--- src/rtl/pt_walker_pkg.sv ---
package pt_walker_pkg;

    localparam int PTE_PRESENT  = 0;
    localparam int PTE_WRITABLE = 1;
    localparam int PTE_USER     = 2;
    localparam int PTE_ACCESSED = 5;
    localparam int PTE_DIRTY    = 6;

    typedef enum logic [1:0] {
        CAUSE_NONE   = 2'd0,
        CAUSE_ABSENT = 2'd1,
        CAUSE_PERM   = 2'd2
    } fault_cause_e;

    typedef enum logic [2:0] {
        S_IDLE,
        S_DIR_REQ,
        S_DIR_WAIT,
        S_PTE_REQ,
        S_PTE_WAIT,
        S_UPDATE,
        S_DONE,
        S_FAULT
    } walk_state_e;

endpackage

--- src/rtl/pt_addr_gen.sv ---
module pt_addr_gen #(
    parameter int ADDR_W   = 32,
    parameter int OFF_W    = 12,
    parameter int IDX_W    = 10,
    parameter int ENT_LOG2 = 2
) (
    input  logic [ADDR_W-1:0]       base_q,
    input  logic [ADDR_W-1:0]       vaddr_q,
    input  logic [ADDR_W-OFF_W-1:0] tbl_frame_q,
    input  logic [ADDR_W-OFF_W-1:0] leaf_frame,
    output logic [ADDR_W-1:0]       dir_addr,
    output logic [ADDR_W-1:0]       leaf_addr,
    output logic [ADDR_W-1:0]       leaf_paddr
);
    localparam int PAD_W = ADDR_W - IDX_W - ENT_LOG2;

    logic [IDX_W-1:0]  dir_idx;
    logic [IDX_W-1:0]  leaf_idx;
    logic [ADDR_W-1:0] dir_off;
    logic [ADDR_W-1:0] leaf_off;
    logic [ADDR_W-1:0] tbl_base;

    always_comb begin
        dir_idx    = vaddr_q[ADDR_W-1 -: IDX_W];
        leaf_idx   = vaddr_q[OFF_W+IDX_W-1 -: IDX_W];
        dir_off    = {{PAD_W{1'b0}}, dir_idx, {ENT_LOG2{1'b0}}};
        leaf_off   = {{PAD_W{1'b0}}, leaf_idx, {ENT_LOG2{1'b0}}};
        tbl_base   = {tbl_frame_q, {OFF_W{1'b0}}};
        dir_addr   = base_q + dir_off;
        leaf_addr  = tbl_base + leaf_off;
        leaf_paddr = {leaf_frame, vaddr_q[OFF_W-1:0]};
    end

endmodule

--- src/rtl/pt_entry_eval.sv ---
module pt_entry_eval
    import pt_walker_pkg::*;
#(
    parameter int ENT_W = 32
) (
    input  logic [ENT_W-1:0] entry,
    input  logic             is_write,
    input  logic             is_user,
    output logic             fault,
    output fault_cause_e     cause,
    output logic [ENT_W-1:0] updated,
    output logic             need_wb
);
    logic deny_write;
    logic deny_user;

    always_comb begin
        deny_write = is_write && !entry[PTE_WRITABLE];
        deny_user  = is_user && !entry[PTE_USER];
        if (!entry[PTE_PRESENT]) begin
            fault = 1'b1;
            cause = CAUSE_ABSENT;
        end else if (deny_write || deny_user) begin
            fault = 1'b1;
            cause = CAUSE_PERM;
        end else begin
            fault = 1'b0;
            cause = CAUSE_NONE;
        end
        updated = entry;
        updated[PTE_ACCESSED] = 1'b1;
        if (is_write) begin
            updated[PTE_DIRTY] = 1'b1;
        end
        need_wb = (updated != entry);
    end

endmodule

--- src/rtl/pt_walk_fsm.sv ---
module pt_walk_fsm
    import pt_walker_pkg::*;
#(
    parameter int ADDR_W = 32,
    parameter int OFF_W  = 12
) (
    input  logic                    clk,
    input  logic                    rst_n,
    input  logic                    req_valid,
    input  logic [ADDR_W-1:0]       req_vaddr,
    input  logic                    req_write,
    input  logic                    req_user,
    input  logic [ADDR_W-1:0]       base_reg,
    output logic                    req_ready,
    input  logic                    rsp_ready,
    output logic                    rsp_valid,
    output logic                    rsp_fault,
    output logic [1:0]              rsp_cause,
    output logic                    rsp_level,
    output logic [ADDR_W-1:0]       rsp_paddr,
    output logic [ADDR_W-1:0]       rsp_vaddr,
    input  logic                    mem_req_ready,
    input  logic                    mem_rsp_valid,
    input  logic [ADDR_W-OFF_W-1:0] rsp_frame,
    output logic                    mem_req_valid,
    output logic                    mem_req_write,
    output logic [ADDR_W-1:0]       mem_req_addr,
    output logic [ADDR_W-1:0]       mem_req_wdata,
    input  logic [ADDR_W-1:0]       dir_addr,
    input  logic [ADDR_W-1:0]       leaf_addr,
    input  logic [ADDR_W-1:0]       leaf_paddr,
    input  logic                    ev_fault,
    input  fault_cause_e            ev_cause,
    input  logic [ADDR_W-1:0]       ev_updated,
    input  logic                    ev_need_wb,
    output logic [ADDR_W-1:0]       vaddr_q,
    output logic [ADDR_W-1:0]       base_q,
    output logic [ADDR_W-OFF_W-1:0] tbl_frame_q,
    output logic                    write_q,
    output logic                    user_q
);
    walk_state_e       state, state_nx;
    fault_cause_e      cause_q;
    logic              level_q;
    logic [ADDR_W-1:0] paddr_q;
    logic [ADDR_W-1:0] wdata_q;

    // state register
    always_ff @(posedge clk) begin
        if (!rst_n) begin
            state <= S_IDLE;
        end else begin
            state <= state_nx;
        end
    end

    // transitions
    always_comb begin
        state_nx = state;
        unique case (state)
            S_IDLE:     if (req_valid) state_nx = S_DIR_REQ;
            S_DIR_REQ:  if (mem_req_ready) state_nx = S_DIR_WAIT;
            S_DIR_WAIT: if (mem_rsp_valid) state_nx = ev_fault ? S_FAULT : S_PTE_REQ;
            S_PTE_REQ:  if (mem_req_ready) state_nx = S_PTE_WAIT;
            S_PTE_WAIT: begin
                if (mem_rsp_valid) begin
                    if (ev_fault) begin
                        state_nx = S_FAULT;
                    end else if (ev_need_wb) begin
                        state_nx = S_UPDATE;
                    end else begin
                        state_nx = S_DONE;
                    end
                end
            end
            S_UPDATE:   if (mem_req_ready) state_nx = S_DONE;
            S_DONE:     if (rsp_ready) state_nx = S_IDLE;
            S_FAULT:    if (rsp_ready) state_nx = S_IDLE;
        endcase
    end

    // walk context and result registers
    always_ff @(posedge clk) begin
        if (!rst_n) begin
            vaddr_q     <= '0;
            base_q      <= '0;
            tbl_frame_q <= '0;
            write_q     <= 1'b0;
            user_q      <= 1'b0;
            cause_q     <= CAUSE_NONE;
            level_q     <= 1'b0;
            paddr_q     <= '0;
            wdata_q     <= '0;
        end else begin
            case (state)
                S_IDLE: begin
                    if (req_valid) begin
                        vaddr_q <= req_vaddr;
                        base_q  <= base_reg;
                        write_q <= req_write;
                        user_q  <= req_user;
                        cause_q <= CAUSE_NONE;
                        level_q <= 1'b0;
                        paddr_q <= '0;
                    end
                end
                S_DIR_WAIT: begin
                    if (mem_rsp_valid) begin
                        if (ev_fault) begin
                            cause_q <= ev_cause;
                            level_q <= 1'b0;
                        end else begin
                            tbl_frame_q <= rsp_frame;
                        end
                    end
                end
                S_PTE_WAIT: begin
                    if (mem_rsp_valid) begin
                        if (ev_fault) begin
                            cause_q <= ev_cause;
                            level_q <= 1'b1;
                        end else begin
                            paddr_q <= leaf_paddr;
                            wdata_q <= ev_updated;
                        end
                    end
                end
                default: ;
            endcase
        end
    end

    // outputs
    always_comb begin
        req_ready     = (state == S_IDLE);
        rsp_valid     = (state == S_DONE) || (state == S_FAULT);
        rsp_fault     = (state == S_FAULT);
        rsp_cause     = cause_q;
        rsp_level     = level_q;
        rsp_paddr     = paddr_q;
        rsp_vaddr     = vaddr_q;
        mem_req_valid = 1'b0;
        mem_req_write = 1'b0;
        mem_req_addr  = '0;
        mem_req_wdata = '0;
        unique case (state)
            S_DIR_REQ: begin
                mem_req_valid = 1'b1;
                mem_req_addr  = dir_addr;
            end
            S_PTE_REQ: begin
                mem_req_valid = 1'b1;
                mem_req_addr  = leaf_addr;
            end
            S_UPDATE: begin
                mem_req_valid = 1'b1;
                mem_req_write = 1'b1;
                mem_req_addr  = leaf_addr;
                mem_req_wdata = wdata_q;
            end
            S_IDLE, S_DIR_WAIT, S_PTE_WAIT, S_DONE, S_FAULT: ;
        endcase
    end

endmodule

--- src/rtl/pt_walker.sv ---
module pt_walker
    import pt_walker_pkg::*;
#(
    parameter int ADDR_W   = 32,
    parameter int OFF_W    = 12,
    parameter int ENT_LOG2 = 2
) (
    input  logic              clk,
    input  logic              rst_n,
    input  logic [ADDR_W-1:0] base_reg,
    input  logic              req_valid,
    output logic              req_ready,
    input  logic [ADDR_W-1:0] req_vaddr,
    input  logic              req_write,
    input  logic              req_user,
    output logic              rsp_valid,
    input  logic              rsp_ready,
    output logic              rsp_fault,
    output logic [1:0]        rsp_cause,
    output logic              rsp_level,
    output logic [ADDR_W-1:0] rsp_paddr,
    output logic [ADDR_W-1:0] rsp_vaddr,
    output logic              mem_req_valid,
    input  logic              mem_req_ready,
    output logic              mem_req_write,
    output logic [ADDR_W-1:0] mem_req_addr,
    output logic [ADDR_W-1:0] mem_req_wdata,
    input  logic              mem_rsp_valid,
    input  logic [ADDR_W-1:0] mem_rsp_rdata
);
    localparam int IDX_W   = (ADDR_W - OFF_W) / 2;
    localparam int FRAME_W = ADDR_W - OFF_W;

    logic [ADDR_W-1:0]  vaddr_q, base_q;
    logic [FRAME_W-1:0] tbl_frame_q;
    logic               write_q, user_q;
    logic [ADDR_W-1:0]  dir_addr, leaf_addr, leaf_paddr;
    logic               ev_fault, ev_need_wb;
    fault_cause_e       ev_cause;
    logic [ADDR_W-1:0]  ev_updated;

    pt_addr_gen #(
        .ADDR_W(ADDR_W), .OFF_W(OFF_W), .IDX_W(IDX_W), .ENT_LOG2(ENT_LOG2)
    ) u_addr (
        .base_q      (base_q),
        .vaddr_q     (vaddr_q),
        .tbl_frame_q (tbl_frame_q),
        .leaf_frame  (mem_rsp_rdata[ADDR_W-1:OFF_W]),
        .dir_addr    (dir_addr),
        .leaf_addr   (leaf_addr),
        .leaf_paddr  (leaf_paddr)
    );

    pt_entry_eval #(.ENT_W(ADDR_W)) u_eval (
        .entry    (mem_rsp_rdata),
        .is_write (write_q),
        .is_user  (user_q),
        .fault    (ev_fault),
        .cause    (ev_cause),
        .updated  (ev_updated),
        .need_wb  (ev_need_wb)
    );

    pt_walk_fsm #(.ADDR_W(ADDR_W), .OFF_W(OFF_W)) u_fsm (
        .clk           (clk),
        .rst_n         (rst_n),
        .req_valid     (req_valid),
        .req_vaddr     (req_vaddr),
        .req_write     (req_write),
        .req_user      (req_user),
        .base_reg      (base_reg),
        .req_ready     (req_ready),
        .rsp_ready     (rsp_ready),
        .rsp_valid     (rsp_valid),
        .rsp_fault     (rsp_fault),
        .rsp_cause     (rsp_cause),
        .rsp_level     (rsp_level),
        .rsp_paddr     (rsp_paddr),
        .rsp_vaddr     (rsp_vaddr),
        .mem_req_ready (mem_req_ready),
        .mem_rsp_valid (mem_rsp_valid),
        .rsp_frame     (mem_rsp_rdata[ADDR_W-1:OFF_W]),
        .mem_req_valid (mem_req_valid),
        .mem_req_write (mem_req_write),
        .mem_req_addr  (mem_req_addr),
        .mem_req_wdata (mem_req_wdata),
        .dir_addr      (dir_addr),
        .leaf_addr     (leaf_addr),
        .leaf_paddr    (leaf_paddr),
        .ev_fault      (ev_fault),
        .ev_cause      (ev_cause),
        .ev_updated    (ev_updated),
        .ev_need_wb    (ev_need_wb),
        .vaddr_q       (vaddr_q),
        .base_q        (base_q),
        .tbl_frame_q   (tbl_frame_q),
        .write_q       (write_q),
        .user_q        (user_q)
    );

endmodule

--- config.mk ---
export PLATFORM = sky130hd
export DESIGN_NAME = pt_walker
export DESIGN_NICKNAME = d
export VERILOG_FILES = /design/src/rtl/pt_walker_pkg.sv /design/src/rtl/pt_addr_gen.sv /design/src/rtl/pt_entry_eval.sv /design/src/rtl/pt_walk_fsm.sv /design/src/rtl/pt_walker.sv
export SDC_FILE = /design/constraint.sdc
export NUM_CORES = 1
export LEC_CHECK = 0
export BUFFER_PORTS_ARGS = -buffer_cell sky130_fd_sc_hd__buf_2
export CORE_MARGIN = 4
export CORE_UTILIZATION = 50
export CTS_CLUSTER_DIAMETER = 80
export DETAILED_ROUTE_END_ITERATION = 8
export GPL_ROUTABILITY_DRIVEN = 0
export PLACE_DENSITY = 0.78
export SYNTH_ARGS = -nofsm -noshare
export SYNTH_HDL_FRONTEND = slang
export SYNTH_SLANG_ARGS = --single-unit
--- constraint.sdc ---
create_clock -name clk -period 4.82 [get_ports clk]
set_clock_uncertainty 0.1 [all_clocks]
set_input_delay 0.241 -clock clk [delete_from_list [all_inputs] [get_ports clk]]
set_output_delay 0.241 -clock clk [all_outputs]
set_load 0.01 [all_outputs]
==> results.yml <==
route:
  wl_um: 23800
  antenna_left: 0
  via_per_inst: 5.43
  first_pass_iters: 5
  route.detailed.drc: 0
  via_count: 7923
  drt_iter0_markers: 561
  routedWlPerCell_um: 16.4
die:
  io_pins: 240
  die_x_um: 133
  initial_core_util: 0.513
  dieHeight_um: 133
  die-area_um2: 17800
  core_area_um2: 15300
  num_rows: 45
power:
  total_leakage_power_nw: 4.80
  power.density_nw_per_um2: 362
  peakVddDrop_uv: 335
synthesis:
  synthCells: 966
  async_reset_ff_frac: 0
  synth_area_um2: 7860
  ys.flop_type: "dfxtp_1"
  synth_warnings: 0
  synth_edf_count: 0
  syn_area_per_cell_um2: 8.13
  synth-seq-cells: 156
  seq_area_frac_synth: 0.397
  synth_nets: 1081
  ys_types: 65
clock_tree:
  cts_tree: "done"
  root_buffer: "clkbuf_16"
  post_cts_buffers: 0
  htree_levels: 4
  clk_pin_slew_ns: 0.06
  insertion_delay_ns: 0.42
  numCtsBuffers: 17
  clock_sinks: 156
  cts_max_path_buffers: 2
global_routing:
  grt_most_used_layer: "met2"
  grt_use_total: 0.261
  grt_pass1_wl_um: 37800
  antenna_found_initial: 1
  use_met1: 0.314
  grtUsageMet2: 0.439
  grt_pass1_vias: 7574
  grt_util_met3: 0.0695
  grt_remaining_overflow: 0
  grt_max_degree: 105
setup_path:
  worst_setup_path_end_kind: "output pin"
  cp_data_arrival_time_ns: 3.07
  r2r-start: "u_fsm.state[2]$_SDFFE_PN0P_"
  cp-startpoint: "u_fsm.rsp_vaddr[22]$_SDFFE_PN0P_"
  cp_max_fo: 8
  rrSetupSlack_ns: 1.93
  required_ns: 4.48
  reg2regPathDepth: 7
  r2r_end: "u_fsm.rsp_paddr[1]$_SDFFE_PN0P_"
  crit_type: "reg2out"
  start_kind: "register"
place:
  hpwl_um: 15500
  placed_area_um2: 9010
  port_buffers: 239
layout:
  utilization: 0.687
  area_delta_synth_final_pct: 33.8
  layout_commonest_cell: "nand2_1"
  nNetsFinal: 1348
  stdcell_area_um2: 10500
  drive_above_1_share: 0.240
  final_cell_mix: "nand2_1 (250), buf_2 (238), dfxtp_1 (155)"
timing:
  period_share: 0.709
  rsz0062_at_grt: "no"
  drv_slew: 0
  setup_viol: 0
  relSlewSlack: 0.286
  finalHoldViolCount: 0
  fmax_ghz: 0.293
  min_period_ns: 3.42
  tightest_slew_ns: 1.07
  setup-tns-final_ns: 0
status:
  status: "finished clean"
worst_hold_path:
  worstHoldPathCells: 3
  min_from: "mem_rsp_rdata[15]"
  worstHoldPathType: "in2reg"
  hold_end: "u_fsm.rsp_paddr[15]$_SDFFE_PN0P_"
job:
  max-cap-violations: 0
## logic make-up after synthesis
| logic type | after synthesis | share of synthesized area |
|---|---|---|
| AND/OR/NAND/NOR | 446 | 0.271 |
| AO/OA/AOI/OAI | 222 | 0.215 |
| flip-flops | 156 | 0.397 |
| buffers and inverters | 100 | 0.0591 |
| multiplexers | 25 | 0.0318 |
| adder cells (fa/ha/maj) | 11 | 0.0185 |
| XOR/XNOR | 6 | 0.00669 |
## cells in the mapped netlist (all sizes together) (2+ instances only)
cell      n  area [µm²]
o31ai     5        37.5
o211ai    5        37.5
nand4     7        43.8
a31oi     3        33.8
and4      5        43.8
a32oi     5        43.8
nand3    38         190
inv      13        48.8
o21ai    18         101
nor2     15        56.3
or4      10        75.1
or3       2        12.5
nor2b    27         169
and3     45         287
a21o      5        38.8
o211a     3        30.0
a211o     2        17.5
dfxtp   156        3120
buf      45         258
nor3b     6        45.0
nor3     11        60.1
ha       10         125
a21boi  129         968
a211oi    5        55.1
nand2b    9        58.8
o21a      5        37.5
and4b     2        20.0
mux2i    25         250
o311ai    5        51.3
nand3b    3        22.5
and2     12        75.1
clkbuf   42         158
o311a     4        40.0
a221o     4        40.0
nand2   250         938
xor2      6        52.6
a21oi    14        73.8
o22ai     3        18.8
## power breakdown
part           internal, W  switching [W]
Sequential         0.00138       0.000108
Clock             0.000939       0.000557
Combinational     0.000323       0.000503
Total              0.00264        0.00117
## how the worst max path moves through the flow
stage                                   to  slack [ns]  cells past startpoint
after floorplan           mem_req_addr[24]        2.17                      8
after global placement    mem_req_addr[24]        1.99                      9
after detailed placement  mem_req_addr[26]        1.89                      9
after CTS                 mem_req_addr[26]        1.42                      9
after global routing      mem_req_addr[24]        1.24                      9
final                     mem_req_addr[26]        1.40                      9
## flip-flops by register name, summed over array words and instances, names as in the netlist
register           count
u_fsm.base_q          32
u_fsm.rsp_paddr       32
u_fsm.rsp_vaddr       32
u_fsm.wdata_q         32
u_fsm.tbl_frame_q     20
u_fsm.state            3
u_fsm.rsp_cause        2
u_fsm.rsp_level        1
u_fsm.user_q           1
u_fsm.write_q          1
## per-layer routing
metal	vias to the layer above	wire length [µm]
li1	3867	-
met1	3684	9970
met2	306	11300
met3	66	1720
met4	0	875
met5	-	0
## worst max-delay path: stages (launching register included)
cell,delay [ns]
dfxtp_1,0.36
ha_1,0.20
inv_1,0.06
fa_1,0.39
nand2b_2,0.24
a211oi_4,0.42
o311ai_2,0.26
or4_1,0.47
nand3_1,0.10
buf_2,0.13
## cell type report
| cell class | count | area (µm²) |
|---|---|---|
| flip-flops and latches | 156 | 3120 |
| multi-input cells | 710 | 4290 |
| clock inverters | 13 | 214 |
| inverters | 13 | 48.8 |
| clock buffers | 19 | 443 |
| diodes | 1 | 2.50 |
| repair buffers | 335 | 2130 |
| well taps | 211 | 264 |
| fillers | 1238 | 4800 |
## stage by stage
step	setup slack, ns	total power [W]	instances	hold WS [ns]
2_1_floorplan	2.17	0.00202	966	0.276
3_3_place_gp	1.99	0.00226	1340	0.334
3_5_place_dp	1.89	0.00227	1340	0.341
4_1_cts	1.42	0.00381	1457	0.00135
5_1_grt	1.24	0.00397	1458	0.0212
6_report	1.40	0.00381	1458	0.0142
## repair_timing
action | in CTS | in global routing
hold buffers | 85 | 0
gates resized for setup | 0 | 0
endpoints found under the hold margin | 86 | 0
Power figures use the tool's default switching activity.
